[src/rtl/rtc_cal_pkg.sv]
package rtc_cal_pkg;

  // Canonical counting form: plain binary, hour 0..23.
  typedef struct packed {
    logic [5:0] sec;
    logic [5:0] min;
    logic [4:0] hour;
    logic [2:0] dow;
    logic [4:0] date;
    logic [3:0] month;
    logic [6:0] year;
  } cal_t;

  localparam int NBYTES = 10;
  localparam cal_t CAL_RESET = '{sec: 6'd0, min: 6'd0, hour: 5'd0, dow: 3'd1,
                                 date: 5'd1, month: 4'd1, year: 7'd0};

  function automatic logic is_leap(input logic [6:0] yr);
    return (yr[1:0] == 2'b00);
  endfunction

  function automatic logic [4:0] days_in_month(input logic [3:0] mo, input logic [6:0] yr);
    case (mo)
      4'd2:                      return is_leap(yr) ? 5'd29 : 5'd28;
      4'd4, 4'd6, 4'd9, 4'd11:   return 5'd30;
      default:                   return 5'd31;
    endcase
  endfunction

  function automatic logic [7:0] enc_val(input logic [6:0] v, input logic bin);
    logic [6:0] tens, ones;
    tens = v / 7'd10;
    ones = v % 7'd10;
    return bin ? {1'b0, v} : {tens[3:0], ones[3:0]};
  endfunction

  function automatic logic [6:0] dec_val(input logic [7:0] b, input logic bin);
    return bin ? b[6:0] : (7'(b[7:4]) * 7'd10 + 7'(b[3:0]));
  endfunction

  function automatic logic [7:0] enc_hour(input logic [4:0] h, input logic bin, input logic h24);
    logic [4:0] h12;
    logic [7:0] t;
    if (h24) return enc_val({2'b00, h}, bin);
    h12 = h % 5'd12;
    if (h12 == 5'd0) h12 = 5'd12;
    t = enc_val({2'b00, h12}, bin);
    return {(h >= 5'd12), t[6:0]};
  endfunction

  function automatic logic [4:0] dec_hour(input logic [7:0] b, input logic bin, input logic h24);
    logic [6:0] v;
    if (h24) begin
      v = dec_val(b, bin);
      return v[4:0];
    end
    v = dec_val({1'b0, b[6:0]}, bin);
    if (v == 7'd12) return b[7] ? 5'd12 : 5'd0;
    return b[7] ? (v[4:0] + 5'd12) : v[4:0];
  endfunction

endpackage

[src/rtl/rtc_cal_step.sv]
module rtc_cal_step
  import rtc_cal_pkg::*;
#(
  parameter int YEAR_MAX = 99,
  parameter int SPRING_LAST_DATE = 7,
  parameter int AUTUMN_FIRST_DATE = 25
) (
  input  cal_t cur_i,
  input  logic rep_i,
  input  logic dst_en_i,
  output cal_t nxt_o,
  output logic rep_o,
  output logic ev_day_wrap_o,
  output logic ev_dst_skip_o,
  output logic ev_dst_repeat_o
);
  localparam logic [6:0] YMAX = 7'(YEAR_MAX);

  logic sec_w, min_w, hr_w, date_w, mon_w;
  logic sunday, spring, autumn;
  logic [4:0] dim;

  always_comb begin
    dim    = days_in_month(cur_i.month, cur_i.year);
    sec_w  = (cur_i.sec == 6'd59);
    min_w  = sec_w && (cur_i.min == 6'd59);
    hr_w   = min_w && (cur_i.hour == 5'd23);
    date_w = hr_w && (cur_i.date >= dim);
    mon_w  = date_w && (cur_i.month == 4'd12);
    sunday = (cur_i.dow == 3'd1);
    spring = dst_en_i && sunday && (cur_i.month == 4'd4) &&
             (cur_i.date <= 5'(SPRING_LAST_DATE)) && (cur_i.hour == 5'd1) && min_w;
    autumn = dst_en_i && sunday && (cur_i.month == 4'd10) &&
             (cur_i.date >= 5'(AUTUMN_FIRST_DATE)) && (cur_i.hour == 5'd1) && min_w && !rep_i;

    nxt_o = cur_i;
    rep_o = rep_i;
    nxt_o.sec = sec_w ? 6'd0 : cur_i.sec + 6'd1;
    if (sec_w) nxt_o.min = min_w ? 6'd0 : cur_i.min + 6'd1;
    if (min_w) begin
      if (spring)      nxt_o.hour = 5'd3;
      else if (autumn) begin
        nxt_o.hour = 5'd1;
        rep_o      = 1'b1;
      end
      else             nxt_o.hour = hr_w ? 5'd0 : cur_i.hour + 5'd1;
    end
    if (hr_w) begin
      rep_o      = 1'b0;
      nxt_o.dow  = (cur_i.dow >= 3'd7) ? 3'd1 : cur_i.dow + 3'd1;
      nxt_o.date = date_w ? 5'd1 : cur_i.date + 5'd1;
    end
    if (date_w) nxt_o.month = mon_w ? 4'd1 : cur_i.month + 4'd1;
    if (mon_w)  nxt_o.year  = (cur_i.year >= YMAX) ? 7'd0 : cur_i.year + 7'd1;

    ev_day_wrap_o   = hr_w;
    ev_dst_skip_o   = spring;
    ev_dst_repeat_o = autumn;
  end
endmodule

[src/rtl/rtc_cal_core.sv]
module rtc_cal_core
  import rtc_cal_pkg::*;
#(
  parameter int YEAR_MAX = 99
) (
  input  logic clk,
  input  logic rst_n,
  input  logic tick_i,
  input  logic dst_en_i,
  input  logic load_i,
  input  cal_t load_val_i,
  output cal_t cur_d_o
);
  cal_t cur_q, step_nxt;
  logic rep_q, rep_d, step_rep;
  logic ev_day_wrap, ev_dst_skip, ev_dst_repeat;

  rtc_cal_step #(.YEAR_MAX(YEAR_MAX)) u_step (
    .cur_i           (cur_q),
    .rep_i           (rep_q),
    .dst_en_i        (dst_en_i),
    .nxt_o           (step_nxt),
    .rep_o           (step_rep),
    .ev_day_wrap_o   (ev_day_wrap),
    .ev_dst_skip_o   (ev_dst_skip),
    .ev_dst_repeat_o (ev_dst_repeat)
  );

  always_comb begin
    cur_d_o = cur_q;
    rep_d   = rep_q;
    if (load_i) begin
      cur_d_o = load_val_i;
      rep_d   = 1'b0;
    end else if (tick_i) begin
      cur_d_o = step_nxt;
      rep_d   = step_rep;
    end
  end

  always_ff @(posedge clk or negedge rst_n) begin
    if (!rst_n) begin
      cur_q <= CAL_RESET;
      rep_q <= 1'b0;
    end else begin
      cur_q <= cur_d_o;
      rep_q <= rep_d;
    end
  end


  sec_step_chk: assert property (@(posedge clk) disable iff (!rst_n)
    (tick_i && !load_i && cur_q.sec < 6'd59) |=> (cur_q.sec == $past(cur_q.sec) + 6'd1));

  idle_hold_chk: assert property (@(posedge clk) disable iff (!rst_n)
    (!tick_i && !load_i) |=> $stable(cur_q) && $stable(rep_q));

  spring_skip_chk: assert property (@(posedge clk) disable iff (!rst_n)
    (tick_i && !load_i && ev_dst_skip) |=> (cur_q.hour == 5'd3 && cur_q.min == 6'd0));

  autumn_rep_chk: assert property (@(posedge clk) disable iff (!rst_n)
    (tick_i && !load_i && ev_dst_repeat) |=> (rep_q && cur_q.hour == 5'd1));

  rep_clear_chk: assert property (@(posedge clk) disable iff (!rst_n)
    (tick_i && !load_i && ev_day_wrap) |=> !rep_q);
endmodule

[src/rtl/rtc_cal_user.sv]
module rtc_cal_user
  import rtc_cal_pkg::*;
#(
  parameter int ADDR_W = 4
) (
  input  logic              clk,
  input  logic              rst_n,
  input  logic              set_i,
  input  logic              bin_i,
  input  logic              h24_i,
  input  logic              wr_en_i,
  input  logic [ADDR_W-1:0] wr_addr_i,
  input  logic [7:0]        wr_data_i,
  input  cal_t              cur_d_i,
  output logic              load_o,
  output cal_t              load_val_o,
  output logic [NBYTES-1:0][7:0] bytes_o
);
  logic [NBYTES-1:0][7:0] mirror;
  logic [NBYTES-1:0]      hit;
  logic                   set_q, dirty_q, time_hit;

  always_comb begin
    mirror    = '0;
    mirror[0] = enc_val({1'b0, cur_d_i.sec}, bin_i);
    mirror[2] = enc_val({1'b0, cur_d_i.min}, bin_i);
    mirror[4] = enc_hour(cur_d_i.hour, bin_i, h24_i);
    mirror[6] = enc_val({4'd0, cur_d_i.dow}, bin_i);
    mirror[7] = enc_val({2'd0, cur_d_i.date}, bin_i);
    mirror[8] = enc_val({3'd0, cur_d_i.month}, bin_i);
    mirror[9] = enc_val(cur_d_i.year, bin_i);
  end

  for (genvar i = 0; i < NBYTES; i++) begin : g_byte
    localparam bit IS_ALM = (i == 1) || (i == 3) || (i == 5);
    localparam logic [7:0] RST_V = (i == 6 || i == 7 || i == 8) ? 8'h01 : 8'h00;
    assign hit[i] = wr_en_i && (wr_addr_i == ADDR_W'(i));
    if (IS_ALM) begin : g_alm
      always_ff @(posedge clk or negedge rst_n) begin
        if (!rst_n)      bytes_o[i] <= RST_V;
        else if (hit[i]) bytes_o[i] <= wr_data_i;
      end
    end else begin : g_time
      always_ff @(posedge clk or negedge rst_n) begin
        if (!rst_n)      bytes_o[i] <= RST_V;
        else if (set_i) begin
          if (hit[i])    bytes_o[i] <= wr_data_i;
        end else         bytes_o[i] <= mirror[i];
      end
    end
  end

  assign time_hit = |(hit & 10'b11_1101_0101);

  always_ff @(posedge clk or negedge rst_n) begin
    if (!rst_n) begin
      set_q   <= 1'b0;
      dirty_q <= 1'b0;
    end else begin
      set_q   <= set_i;
      dirty_q <= set_i && (dirty_q || time_hit);
    end
  end

  assign load_o = set_q && !set_i && dirty_q;

  always_comb begin
    load_val_o.sec   = dec_val(bytes_o[0], bin_i)[5:0];
    load_val_o.min   = dec_val(bytes_o[2], bin_i)[5:0];
    load_val_o.hour  = dec_hour(bytes_o[4], bin_i, h24_i);
    load_val_o.dow   = dec_val(bytes_o[6], bin_i)[2:0];
    load_val_o.date  = dec_val(bytes_o[7], bin_i)[4:0];
    load_val_o.month = dec_val(bytes_o[8], bin_i)[3:0];
    load_val_o.year  = dec_val(bytes_o[9], bin_i);
  end


  freeze_chk: assert property (@(posedge clk) disable iff (!rst_n)
    (set_i && !wr_en_i) |=> $stable({bytes_o[9:6], bytes_o[4], bytes_o[2], bytes_o[0]}));

  alarm_hold_chk: assert property (@(posedge clk) disable iff (!rst_n)
    !(hit[1] || hit[3] || hit[5]) |=> $stable({bytes_o[5], bytes_o[3], bytes_o[1]}));

  load_once_chk: assert property (@(posedge clk) disable iff (!rst_n)
    load_o |=> !load_o);
endmodule

[src/rtl/rtc_cal_top.sv]
module rtc_cal_top
  import rtc_cal_pkg::*;
#(
  parameter int ADDR_W   = 4,
  parameter int YEAR_MAX = 99
) (
  input  logic              clk,
  input  logic              rst_n,
  input  logic              tick_i,
  input  logic              set_i,
  input  logic              bin_mode_i,
  input  logic              h24_mode_i,
  input  logic              dst_en_i,
  input  logic              wr_en_i,
  input  logic [ADDR_W-1:0] wr_addr_i,
  input  logic [7:0]        wr_data_i,
  output logic [7:0]        sec_o,
  output logic [7:0]        sec_alm_o,
  output logic [7:0]        min_o,
  output logic [7:0]        min_alm_o,
  output logic [7:0]        hour_o,
  output logic [7:0]        hour_alm_o,
  output logic [7:0]        wday_o,
  output logic [7:0]        mday_o,
  output logic [7:0]        month_o,
  output logic [7:0]        year_o
);
  cal_t cur_d, load_val;
  logic load;
  logic [NBYTES-1:0][7:0] bytes;

  rtc_cal_core #(.YEAR_MAX(YEAR_MAX)) u_core (
    .clk        (clk),
    .rst_n      (rst_n),
    .tick_i     (tick_i),
    .dst_en_i   (dst_en_i),
    .load_i     (load),
    .load_val_i (load_val),
    .cur_d_o    (cur_d)
  );

  rtc_cal_user #(.ADDR_W(ADDR_W)) u_user (
    .clk        (clk),
    .rst_n      (rst_n),
    .set_i      (set_i),
    .bin_i      (bin_mode_i),
    .h24_i      (h24_mode_i),
    .wr_en_i    (wr_en_i),
    .wr_addr_i  (wr_addr_i),
    .wr_data_i  (wr_data_i),
    .cur_d_i    (cur_d),
    .load_o     (load),
    .load_val_o (load_val),
    .bytes_o    (bytes)
  );

  assign sec_o      = bytes[0];
  assign sec_alm_o  = bytes[1];
  assign min_o      = bytes[2];
  assign min_alm_o  = bytes[3];
  assign hour_o     = bytes[4];
  assign hour_alm_o = bytes[5];
  assign wday_o     = bytes[6];
  assign mday_o     = bytes[7];
  assign month_o    = bytes[8];
  assign year_o     = bytes[9];
endmodule

[config.mk]
export PLATFORM = sky130hd
export DESIGN_NAME = rtc_cal_top
export DESIGN_NICKNAME = d
export VERILOG_FILES = /design/src/rtl/rtc_cal_pkg.sv /design/src/rtl/rtc_cal_step.sv /design/src/rtl/rtc_cal_core.sv /design/src/rtl/rtc_cal_user.sv /design/src/rtl/rtc_cal_top.sv
export SDC_FILE = /design/constraint.sdc
export NUM_CORES = 1
export LEC_CHECK = 0
export BUFFER_PORTS_ARGS = -buffer_cell sky130_fd_sc_hd__buf_2
export CORE_MARGIN = 3
export CORE_UTILIZATION = 43
export CTS_BUF_LIST = sky130_fd_sc_hd__clkbuf_16
export DETAILED_ROUTE_END_ITERATION = 12
export PLACE_DENSITY_LB_ADDON = 0.05
export RECOVER_POWER = 25
export SLEW_MARGIN = 20
export SYNTH_ARGS = -nofsm -noshare
export SYNTH_HDL_FRONTEND = slang
export SYNTH_SLANG_ARGS = --single-unit
[constraint.sdc]
create_clock -name clk -period 9.7 [get_ports clk]
set_clock_uncertainty 0.2 [all_clocks]
set_input_delay 1.455 -clock clk [delete_from_list [all_inputs] [get_ports clk]]
set_output_delay 1.455 -clock clk [all_outputs]
set_load 0.02 [all_outputs]
==> results.py, run 1 <==
metrics = {
    "logic_synthesis": {
        "synth_compound_area_share_pct": 21.2,
        "muxShareOfSynthArea_pct": 12.0,
        "ys_ff_latch": 119,
        "avgSynthCellArea_um2": 8.95,
        "synthAdderAreaFrac_pct": 10.8,
        "synth_warnings": 0,
        "synth_xor_area_share_pct": 4.04,
        "synthDistinctLibCells": 98,
        "yosysSeqAreaShare_pct": 30.2,
        "synth_edf_count": 0,
        "synth_area_um2": 9890,
        "synth_cells": 1105,
        "synth_top_area_share_pct": 28.6,
        "synth_ff_type": "dfrtp_1",
        "synthSimpleGateAreaFrac_pct": 17.1,
        "synth_fp_nets": 1206,
        "synth_area_leader_cell": "dfrtp_1",
        "synth_top_family_by_area": "compound AO/OA/AOI/OAI gates",
        "synth_area_leaders": "dfrtp_1, ha_1, mux2i_1",
        "async_reset_ff_share_pct": 100,
    },
    "die": {
        "num_io_pins": 100,
        "core_area_um2": 22200,
        "initial_core_util_pct": 44.5,
        "die-area_um2": 24900,
        "rows": 54,
        "die_h_um": 158,
        "dieWidth_um": 158,
    },
    "timing": {
        "setup_viol": 0,
        "max-slew-margin-rel_pct": -107,
        "finalCritPeriodShare_pct": 83.1,
        "drv_slew": 109,
        "worst_pin_slew_ns": 3.10,
        "fmax_ghz": 0.124,
        "fin_tns_setup_ns": 0,
        "period_needed_ns": 8.06,
        "hold_viol": 0,
        "hold_ws_ns": 0.308,
        "rsz0062_at_grt": "no",
    },
    "pwr": {
        "p_int_w": 0.00196,
        "power.leakage_nw": 5.05,
        "p_seq_share_pct": 22.9,
        "swShare_pct": 48.4,
        "vdd_drop_max_mv": 0.137,
        "power.density_nw_per_um2": 341,
        "comb_power_share_pct": 60.6,
        "switching_power_w": 0.00184,
        "p_clk_share_pct": 16.5,
    },
    "detailed_routing": {
        "routed_via_density": 5.86,
        "route.detailed.drc": 0,
        "routed-via-count": 8622,
        "drt_iter0_drc": 600,
        "routedWlPerCell_um": 19.9,
        "first_pass_iters": 5,
        "wirelength_um": 29300,
        "ant_nets": 0,
    },
    "final_layout": {
        "fin_util_pct": 50.0,
        "drive_gt1_share_pct": 16.6,
        "nets": 1278,
        "fillers": 2112,
        "syn_to_final_growth_pct": 12.5,
    },
    "clocking": {
        "hold_buffers": 0,
        "cts.sinks": 119,
        "cts_resized": 0,
        "post_cts_buffers": 0,
        "path_clk_slew_ns": 0.07,
        "cts_tree": "built",
        "clk_latency_ns": 0.42,
        "cts_root_buffer": "clkbuf_16",
        "clock_path_buffers": 2,
        "htreeDepth": 4,
        "cts_buffers": 17,
    },
    "worst_setup_path": {
        "cp.arrival_ns": 8.06,
        "end_kind": "flop",
        "cpPeakStageDelay_ns": 0.59,
        "critPathKind": "input pin to flop",
        "crit_top_cell": "ha_1",
        "cp_slowest_cell": "nor3_4",
        "critPathMaxFanout": 22,
        "crit_required_ns": 9.70,
        "startpoint_type": "input pin",
    },
    "global_route": {
        "grt_pass1_wl_um": 46700,
        "gr-usage-met3_pct": 4.37,
        "antenna_found_initial": 0,
        "track_usage_pct": 23.9,
        "busiest_layer": "met2",
        "gr-total-overflow": 0,
        "grt_pass1_vias": 8316,
        "grt_max_degree": 68,
        "use_met2_pct": 37.3,
        "grtUsageMet1_pct": 34.8,
    },
    "hold_path": {
        "hold_class": "flop to flop",
    },
    "status": {
        "outcome": "finished with violations",
        "violations": "capacitance limit, slew limit",
    },
    "placed_design": {
        "port_buffers": 99,
        "gp_congestion": 0.861,
        "hpwlAfterDp_um": 20500,
    },
    "job": {
        "maxCapViolCount": 2,
    },
}
## power groups by stage
stage | clock network [W] | registers [W] | logic [W]
floorplan | 0 | 0.000930 | 0.00168
global placement | 0 | 0.000876 | 0.00228
detailed placement | 0 | 0.000873 | 0.00229
CTS | 0.000638 | 0.000868 | 0.00230
global route | 0.000658 | 0.000899 | 0.00258
finish | 0.000625 | 0.000871 | 0.00230
## stage by stage
| stage | std cells | setup slack, ns | instance area, um2 | total power (W) |
|---|---|---|---|---|
| final | 1471 | 1.64 | 11100 | 0.00380 |
| after detailed placement | 1438 | 1.34 | 10600 | 0.00316 |
| after floorplan | 1105 | 2.27 | 9890 | 0.00261 |
| after global routing | 1470 | 0.950 | 11100 | 0.00414 |
| after global placement | 1438 | 1.57 | 10600 | 0.00315 |
| after CTS | 1470 | 1.78 | 11200 | 0.00381 |
## metal layers
layer / part of all wire, % / wire length [um] / vias to the layer above
li1: - / - / 4177
met1: 49 / 14300 / 4214
met2: 45 / 13100 / 214
met3: 5.5 / 1620 / 17
met4: 0.77 / 226 / 0
met5: 0 / 0 / -
## cells in the mapped netlist (6+ instances only)
library cell	number
and3_1	9
o211ai_1	14
xnor2_1	33
nor3_1	25
a31oi_1	10
nand4_1	7
buf_2	11
fa_1	7
xor2_1	10
nand2b_1	12
mux2_2	37
and2_1	8
nor2_1	86
a211oi_1	18
inv_1	56
buf_1	9
o31a_1	11
nand2_1	93
ha_1	74
o21a_1	7
nand3_1	19
dfstp_2	6
a21boi_0	6
dfrtp_1	113
mux2i_1	75
clkbuf_1	36
nor2b_1	21
a21o_1	14
nand3b_1	6
a221oi_1	6
o221ai_1	6
o21ai_0	48
a21oi_1	77
or3_1	9
o22ai_1	8
## logic make-up after synthesis
logic type | after synthesis
and+or+nand+nor | 331
AOI/OAI and AO/OA | 296
buffers and inverters | 121
DFF | 119
muxes | 113
adders and majority gates | 81
xor gates and xnor gates | 44
## final cells by class
| class | instances | area, um2 | share of cell area [%] |
|---|---|---|---|
| sequential | 119 | 2990 | 26.8 |
| antenna | 1 | 2.50 | 0.0225 |
| tap | 280 | 350 | 3.15 |
| inverter | 65 | 246 | 2.22 |
| clock buffer | 17 | 425 | 3.82 |
| multi-input combinational | 865 | 6440 | 57.9 |
| timing repair buffer | 109 | 533 | 4.79 |
| clock inverter | 15 | 141 | 1.27 |
## final timing paths
path / startpoint / endpoint / slack [ns] / cells after the start
min in group asynchronous: rst_n / u_user.bytes_o[62]$_DFFE_PN0P_ / 1.86 / 1
min: u_user.bytes_o[12]$_DFFE_PN0P_ / u_user.bytes_o[12]$_DFFE_PN0P_ / 0.31 / 1
max reg2reg: u_user.bytes_o[36]$_DFFE_PN0P_ / u_user.bytes_o[34]$_DFFE_PN0P_ / 1.70 / 32
max: bin_mode_i / u_user.bytes_o[34]$_DFFE_PN0P_ / 1.64 / 31
max in group asynchronous: rst_n / u_user.bytes_o[4]$_DFFE_PN0P_ / 5.25 / 2
min reg2reg: u_user.bytes_o[12]$_DFFE_PN0P_ / u_user.bytes_o[12]$_DFFE_PN0P_ / 0.31 / 1
## state kept, by name, summed over array words and instances, names as in the netlist
name and flops:
u_user.set_q 1, u_user.dirty_q 1, u_user.bytes_o 80, u_core.cur_q 36, u_core.rep_q 1
## placed cells by master (no fill, tap or decap), types with 9 or more instances in the layout
cell | Yosys | routed
a21oi_1 | 77 | 77
and3_1 | 9 | 9
nand2_1 | 93 | 93
xnor2_1 | 33 | 33
nor2_1 | 86 | 86
buf_2 | 11 | 72
ha_1 | 74 | 74
o31a_1 | 11 | 11
a211oi_1 | 18 | 18
nor2b_1 | 21 | 21
clkbuf_16 | 0 | 17
o21ai_0 | 48 | 48
or3_1 | 9 | 9
nand3_1 | 19 | 19
xor2_1 | 10 | 10
a21o_1 | 14 | 14
inv_1 | 56 | 57
buf_4 | 0 | 9
nand2b_1 | 12 | 12
nor3_1 | 25 | 25
a31oi_1 | 10 | 10
mux2_2 | 37 | 37
dfrtp_1 | 113 | 113
mux2i_1 | 75 | 75
clkbuf_1 | 36 | 28
o211ai_1 | 14 | 14
## worst max-delay path: cells and delay by family
| family | cells | cell delay (ns) |
|---|---|---|
| compound gates | 7 | 1.35 |
| xor+xnor | 2 | 0.64 |
| fa+ha+maj | 6 | 1.50 |
| buf+inv | 7 | 0.90 |
| mux | 2 | 0.54 |
| simple gates | 7 | 1.64 |
No activity file was read; power rests on OpenSTA's default activity.
==> inputs of run 2 (changes only) <==
==> constraint.sdc (replaced) <==
create_clock -name clk -period 6.8 [get_ports clk]
set_clock_uncertainty 0.2 [all_clocks]
set_input_delay 1.02 -clock clk [delete_from_list [all_inputs] [get_ports clk]]
set_output_delay 1.02 -clock clk [all_outputs]
set_load 0.02 [all_outputs]
==> run 2 against run 1 <==
  * Critical path depth fell by 1
  * Highest routed layer unchanged
  * Sequential cell count did not move
  * First-iteration DRC count fell by 19%
  * Clock power rose by 44%
  * Worst setup slack got worse by 1.3 ns
  * Via count rose by 1.5%
  * Sequential share of layout area fell by 0.74 points
  * Combinational power rose by 51%
  * Hold slack got worse by 0.0025 ns
  * The run still ends with capacitance limit, slew limit left
  * Core utilization rose by 1.4 points
  * Critical path type is now flop to flop
  * Final area rose by 2.9%
  * Register-to-register slack got worse by 1.4 ns
==> results.py, run 2 (synthesized netlist as in run 1, its figures left out) <==
metrics = {
    "clocking": {
        "cts.sinks": 119,
        "cts_buffers": 17,
        "cts_tree": "built",
        "htreeDepth": 4,
        "path_clk_slew_ns": 0.07,
        "clock_path_buffers": 2,
        "cts_root_buffer": "clkbuf_16",
        "clk_latency_ns": 0.43,
    },
    "worst_setup_path": {
        "startpoint_type": "flop",
        "crit_required_ns": 6.88,
        "cp_slowest_cell": "o41a_2",
        "r2r-start": "u_user.bytes_o[36]$_DFFE_PN0P_",
        "crit_top_cell": "ha_1",
        "reg2reg_slack_ns": 0.34,
        "worst-r2r-cell-count": 30,
        "critPathKind": "flop to flop",
        "worstReg2RegEnd": "u_user.bytes_o[34]$_DFFE_PN0P_",
        "setup.worst_path.start": "u_user.bytes_o[36]$_DFFE_PN0P_",
        "cp.arrival_ns": 6.54,
        "critPathMaxFanout": 6,
        "cpPeakStageDelay_ns": 0.48,
        "end_kind": "flop",
        "crit_path_end": "u_user.bytes_o[34]$_DFFE_PN0P_",
    },
    "die": {
        "die_h_um": 158,
        "die-area_um2": 24900,
        "core_area_um2": 22200,
        "num_io_pins": 100,
        "initial_core_util_pct": 44.5,
        "dieWidth_um": 158,
        "rows": 54,
    },
    "placed_design": {
        "port_buffers": 99,
        "place_area_um2": 10800,
        "hpwlAfterDp_um": 20800,
        "dp_cells": 1463,
        "gp_congestion": 0.908,
    },
    "detailed_routing": {
        "ant_nets": 0,
        "routed_via_density": 5.84,
        "routed-via-count": 8751,
        "routedWlPerCell_um": 19.6,
        "wl_met3_um": 1800,
        "drt_iter0_drc": 484,
        "first_pass_iters": 7,
        "top_layer": "met4",
        "wirelength_um": 29400,
        "drt-met1-wl_um": 13900,
        "met2_length_um": 13300,
        "route.detailed.drc": 0,
    },
    "final_layout": {
        "drive_gt1_share_pct": 20.3,
        "nets": 1307,
        "final_common_cell": "dfrtp_1",
        "largest_reg_flops": 80,
        "fin_area_um2": 11400,
        "mostFrequentLayoutCells": "dfrtp_1, nand2_1, nor2_1",
        "instances_no_fill": 1499,
        "largestRegisters": "u_user.bytes_o x80, u_core.cur_q x36",
        "syn_to_final_growth_pct": 15.7,
        "antenna_cells": 0,
        "top_register": "u_user.bytes_o",
    },
    "global_route": {
        "grt_pass1_wl_um": 46900,
        "grt_max_degree": 67,
        "antenna_found_initial": 0,
        "track_usage_pct": 24.2,
        "gr-total-overflow": 0,
        "grt_pass1_vias": 8486,
    },
    "pwr": {
        "vdd_drop_max_mv": 0.264,
        "power.leakage_nw": 5.23,
        "power.density_nw_per_um2": 491,
    },
    "timing": {
        "period_needed_ns": 6.46,
        "max-slew-margin-rel_pct": -104,
        "finalCritPeriodShare_pct": 95.0,
        "setup_viol": 0,
        "hold_viol": 0,
        "fmax_ghz": 0.155,
        "drv_slew": 55,
        "worst_pin_slew_ns": 3.06,
        "hold_ws_ns": 0.305,
    },
    "hold_path": {
        "holdPathStages": 1,
        "hold_class": "flop to flop",
    },
    "job": {
        "maxCapViolCount": 1,
    },
    "status": {
        "violations": "capacitance limit, slew limit",
        "outcome": "finished with violations",
    },
}
## run 2: changes by cell type in the layout (fill, tap and decap cells not counted), sizes merged, moves of 2 or more
cell,delta
clkbuf,-5
buf,+34
clkinvlp,-2
clkinv,+2
## run 2: report_power, final
group | leakage [nW] | internal (W) | switching, W | total (W)
registers | 1.45 | 0.000946 | 0.000292 | 0.00124
clock network | 0.281 | 0.000491 | 0.000409 | 0.000900
logic | 3.51 | 0.00149 | 0.00199 | 0.00348
## run 2: worst min-delay path by stage
stage	start	to	slack (ns)
floorplan	u_user.dirty_q$_DFF_PN0_	u_user.dirty_q$_DFF_PN0_	0.28
global placement	u_user.bytes_o[15]$_DFFE_PN0P_	u_user.bytes_o[15]$_DFFE_PN0P_	0.28
detailed placement	u_user.bytes_o[46]$_DFFE_PN0P_	u_user.bytes_o[46]$_DFFE_PN0P_	0.29
CTS	u_user.bytes_o[41]$_DFFE_PN0P_	u_user.bytes_o[41]$_DFFE_PN0P_	0.31
global route	u_user.bytes_o[9]$_DFFE_PN0P_	u_user.bytes_o[9]$_DFFE_PN0P_	0.33
finish	u_user.bytes_o[41]$_DFFE_PN0P_	u_user.bytes_o[41]$_DFFE_PN0P_	0.31
## run 2: through the flow
| step | worst slack (ns) | TNS, ns | total power, W | utilization, % |
|---|---|---|---|---|
| 2_1_floorplan | 0.0196 | 0 | 0.00374 | - |
| 3_3_place_gp | 0.162 | 0 | 0.00463 | 48.6 |
| 3_5_place_dp | 0.0617 | 0 | 0.00463 | 48.6 |
| 4_1_cts | 0.159 | 0 | 0.00557 | 51.2 |
| 5_1_grt | -0.0330 | -0.0330 | 0.00614 | 51.5 |
| 6_report | 0.341 | 0 | 0.00562 | 51.5 |
## run 2: routing by layer
metal | GRT usage [%] | vias to the layer above
li1 | - | 4259
met1 | 34.0 | 4200
met2 | 37.9 | 266
met3 | 5.08 | 26
met4 | 6.20 | 0
met5 | 0 | -
## run 2: cell type report
cell class	count	area (um2)
Inverter	65	246
Tap cell	280	350
Sequential cell	119	2990
Clock inverter	15	161
Clock buffer	17	425
Multi-Input combinational cell	865	6520
Fill cell	2080	10800
Timing Repair Buffer	138	752
## run 2: worst max-delay path: cells and delay by family, from the launching register on
kind                       cells  cell delay (ns)
muxes                          1             0.12
and+or+nand+nor                6             0.94
AOI/OAI and AO/OA             10             2.49
DFF                            1             0.45
xor gates and xnor gates       2             0.24
buffers and inverters          4             0.27
adders and majority gates      7             1.62
## run 2: timing repair
| item | CTS | global route |
|---|---|---|
| endpoints found under the setup margin | 0 | 4 |
| hold buffers | 0 | 0 |
| setup buffers | 0 | 4 |
| gates resized for setup | 0 | 17 |
==> inputs of run 3 (changes only) <==
==> constraint.sdc (replaced) <==
create_clock -name clk -period 6.2 [get_ports clk]
set_clock_uncertainty 0.2 [all_clocks]
set_input_delay 0.93 -clock clk [delete_from_list [all_inputs] [get_ports clk]]
set_output_delay 0.93 -clock clk [all_outputs]
set_load 0.02 [all_outputs]
==> run 3 against run 2 <==
  * The flow still finishes with violations (capacitance limit, slew limit)
  * Critical endpoint unchanged
  * Routed wire length is 0.31% higher
  * Via count is 0.13% higher
  * Largest cell class unchanged
  * Core utilization is 1.5 points higher
  * Largest power group unchanged
  * Sequential cell count stayed put
  * Hold slack better by 0.0047 ns
  * Sequential share of layout area is 0.72 points lower
  * Clock power is 16% higher
  * Die area stayed put
  * Combinational power is 20% higher
  * Register-to-register slack worse by 0.20 ns
  * Count of clock-buffer cells in the layout stayed put
  * First-iteration DRC count is 4.8% higher
==> results.py, run 3 (synthesized netlist as in run 1, its figures left out) <==
metrics = {
    "final_layout": {
        "fin_util_pct": 53.0,
        "fillers": 2055,
        "fin_area_um2": 11800,
        "final_common_cell": "dfrtp_1",
        "largest_reg_flops": 80,
        "drive_gt1_share_pct": 24.3,
        "syn_to_final_growth_pct": 19.1,
        "top_register": "u_user.bytes_o",
        "nets": 1332,
        "antenna_cells": 0,
        "largestRegisters": "u_user.bytes_o x80, u_core.cur_q x36",
        "mostFrequentLayoutCells": "dfrtp_1, nand2_1, buf_2",
    },
    "timing": {
        "worst_pin_slew_ns": 3.93,
        "finalCritPeriodShare_pct": 97.7,
        "drv_slew": 70,
        "fmax_ghz": 0.165,
        "setup_viol": 0,
        "period_needed_ns": 6.06,
        "rsz0062_at_grt": "yes",
        "hold_ws_ns": 0.310,
        "max-slew-margin-rel_pct": -162,
        "hold_viol": 0,
    },
    "detailed_routing": {
        "wirelength_um": 29500,
        "drt_iter0_drc": 507,
        "ant_nets": 0,
        "route.detailed.drc": 0,
        "routed-via-count": 8762,
        "routedWlPerCell_um": 19.4,
        "routed_via_density": 5.75,
        "first_pass_iters": 5,
    },
    "die": {
        "dieWidth_um": 158,
        "rows": 54,
        "initial_core_util_pct": 44.5,
        "core_area_um2": 22200,
        "die-area_um2": 24900,
        "num_io_pins": 100,
        "die_h_um": 158,
    },
    "worst_setup_path": {
        "cp_slowest_cell": "or4_4",
        "critPathMaxFanout": 5,
        "startpoint_type": "flop",
        "crit_required_ns": 6.29,
        "cp.arrival_ns": 6.15,
        "end_kind": "flop",
        "cpPeakStageDelay_ns": 0.50,
        "critPathKind": "flop to flop",
        "crit_top_cell": "ha_4",
    },
    "global_route": {
        "grt_max_degree": 70,
        "grt_pass1_vias": 8596,
        "gr-total-overflow": 0,
        "antenna_found_initial": 0,
        "grt_pass1_wl_um": 47100,
        "track_usage_pct": 24.2,
    },
    "clocking": {
        "clk_latency_ns": 0.43,
        "cts_root_buffer": "clkbuf_16",
        "path_clk_slew_ns": 0.07,
        "clock_path_buffers": 2,
        "cts.sinks": 119,
        "cts_buffers": 17,
        "htreeDepth": 4,
        "cts_tree": "built",
    },
    "placed_design": {
        "gp_congestion": 0.885,
        "place_area_um2": 11100,
        "port_buffers": 99,
        "hpwlAfterDp_um": 21100,
    },
    "job": {
        "maxCapViolCount": 1,
    },
    "hold_path": {
        "hold_class": "flop to flop",
    },
    "pwr": {
        "vdd_drop_max_mv": 0.234,
        "total_power_w": 0.00657,
        "power.leakage_nw": 5.42,
        "power.density_nw_per_um2": 558,
    },
    "status": {
        "outcome": "finished with violations",
        "violations": "capacitance limit, slew limit",
    },
}
## run 3: cell count changes in the layout (fill, tap and decap cells not counted), moves of 5 or more
cell	previous run	this run
ha_4	1	7
buf_4	36	62
buf_2	79	90
ha_1	70	65
clkbuf_1	23	10
## run 3: cell type report
type | count | area (um2) | share of cell area, %
inverter | 65 | 246 | 2.09
sequential | 119 | 2990 | 25.4
clock inverter | 15 | 180 | 1.53
multi-input combinational | 865 | 6620 | 56.1
timing repair buffer | 163 | 973 | 8.26
tap | 280 | 350 | 2.97
clock buffer | 17 | 425 | 3.61
## run 3: metal layers
| metal | vias up | track usage [%] | part of all wire (%) |
|---|---|---|---|
| met2 | 247 | 37.9 | 45 |
| met4 | 0 | 5.17 | 1.3 |
| li1 | 4299 | - | - |
| met5 | - | 0 | 0 |
| met1 | 4184 | 33.8 | 47 |
| met3 | 32 | 6.56 | 6.9 |
## run 3: critical path, delay by kind of cell (launching register included)
kind                     cells  cell delay (ns)
adder cells (fa/ha/maj)      8             1.65
multiplexers                 2             0.31
flip-flops                   1             0.45
AND/OR/NAND/NOR              7             1.29
XOR/XNOR                     2             0.29
buffers and inverters        4             0.23
AO/OA/AOI/OAI                7             1.48
## run 3: power breakdown
part           switching [W]  internal (W)  total, W
logic                0.00227       0.00189   0.00417
registers           0.000324       0.00104   0.00136
clock network       0.000436      0.000609   0.00104
## run 3: worst paths after layout
path	from	to	slack, ns	cells past startpoint
setup reg to reg	u_user.bytes_o[36]$_DFFE_PN0P_	u_user.bytes_o[34]$_DFFE_PN0P_	0.14	30
max in group asynchronous	rst_n	u_user.bytes_o[36]$_DFFE_PN0P_	1.87	2
setup / recovery	u_user.bytes_o[36]$_DFFE_PN0P_	u_user.bytes_o[34]$_DFFE_PN0P_	0.14	30
hold / removal	u_user.bytes_o[24]$_DFFE_PN0P_	u_user.bytes_o[24]$_DFFE_PN0P_	0.31	1
hold reg to reg	u_user.bytes_o[24]$_DFFE_PN0P_	u_user.bytes_o[24]$_DFFE_PN0P_	0.31	1
min in group asynchronous	rst_n	u_user.bytes_o[57]$_DFFE_PN0P_	1.65	1
## run 3: repair_timing
| action | CTS | global route |
|---|---|---|
| hold buffers | 0 | 0 |
| endpoints found under the setup margin | 0 | 4 |
| resized for setup | 0 | 12 |
| buffers inserted | 0 | 9 |
## run 3: stage by stage
| step | setup slack (ns) | std cells | setup TNS, ns |
|---|---|---|---|
| 3_5_place_dp | -0.0507 | 1483 | -0.0507 |
| 6_report | 0.143 | 1524 | 0 |
| 2_1_floorplan | -0.225 | 1105 | -0.278 |
| 4_1_cts | 0.0260 | 1515 | 0 |
| 5_1_grt | -0.132 | 1524 | -0.268 |
| 3_3_place_gp | 0.0397 | 1483 | 0 |
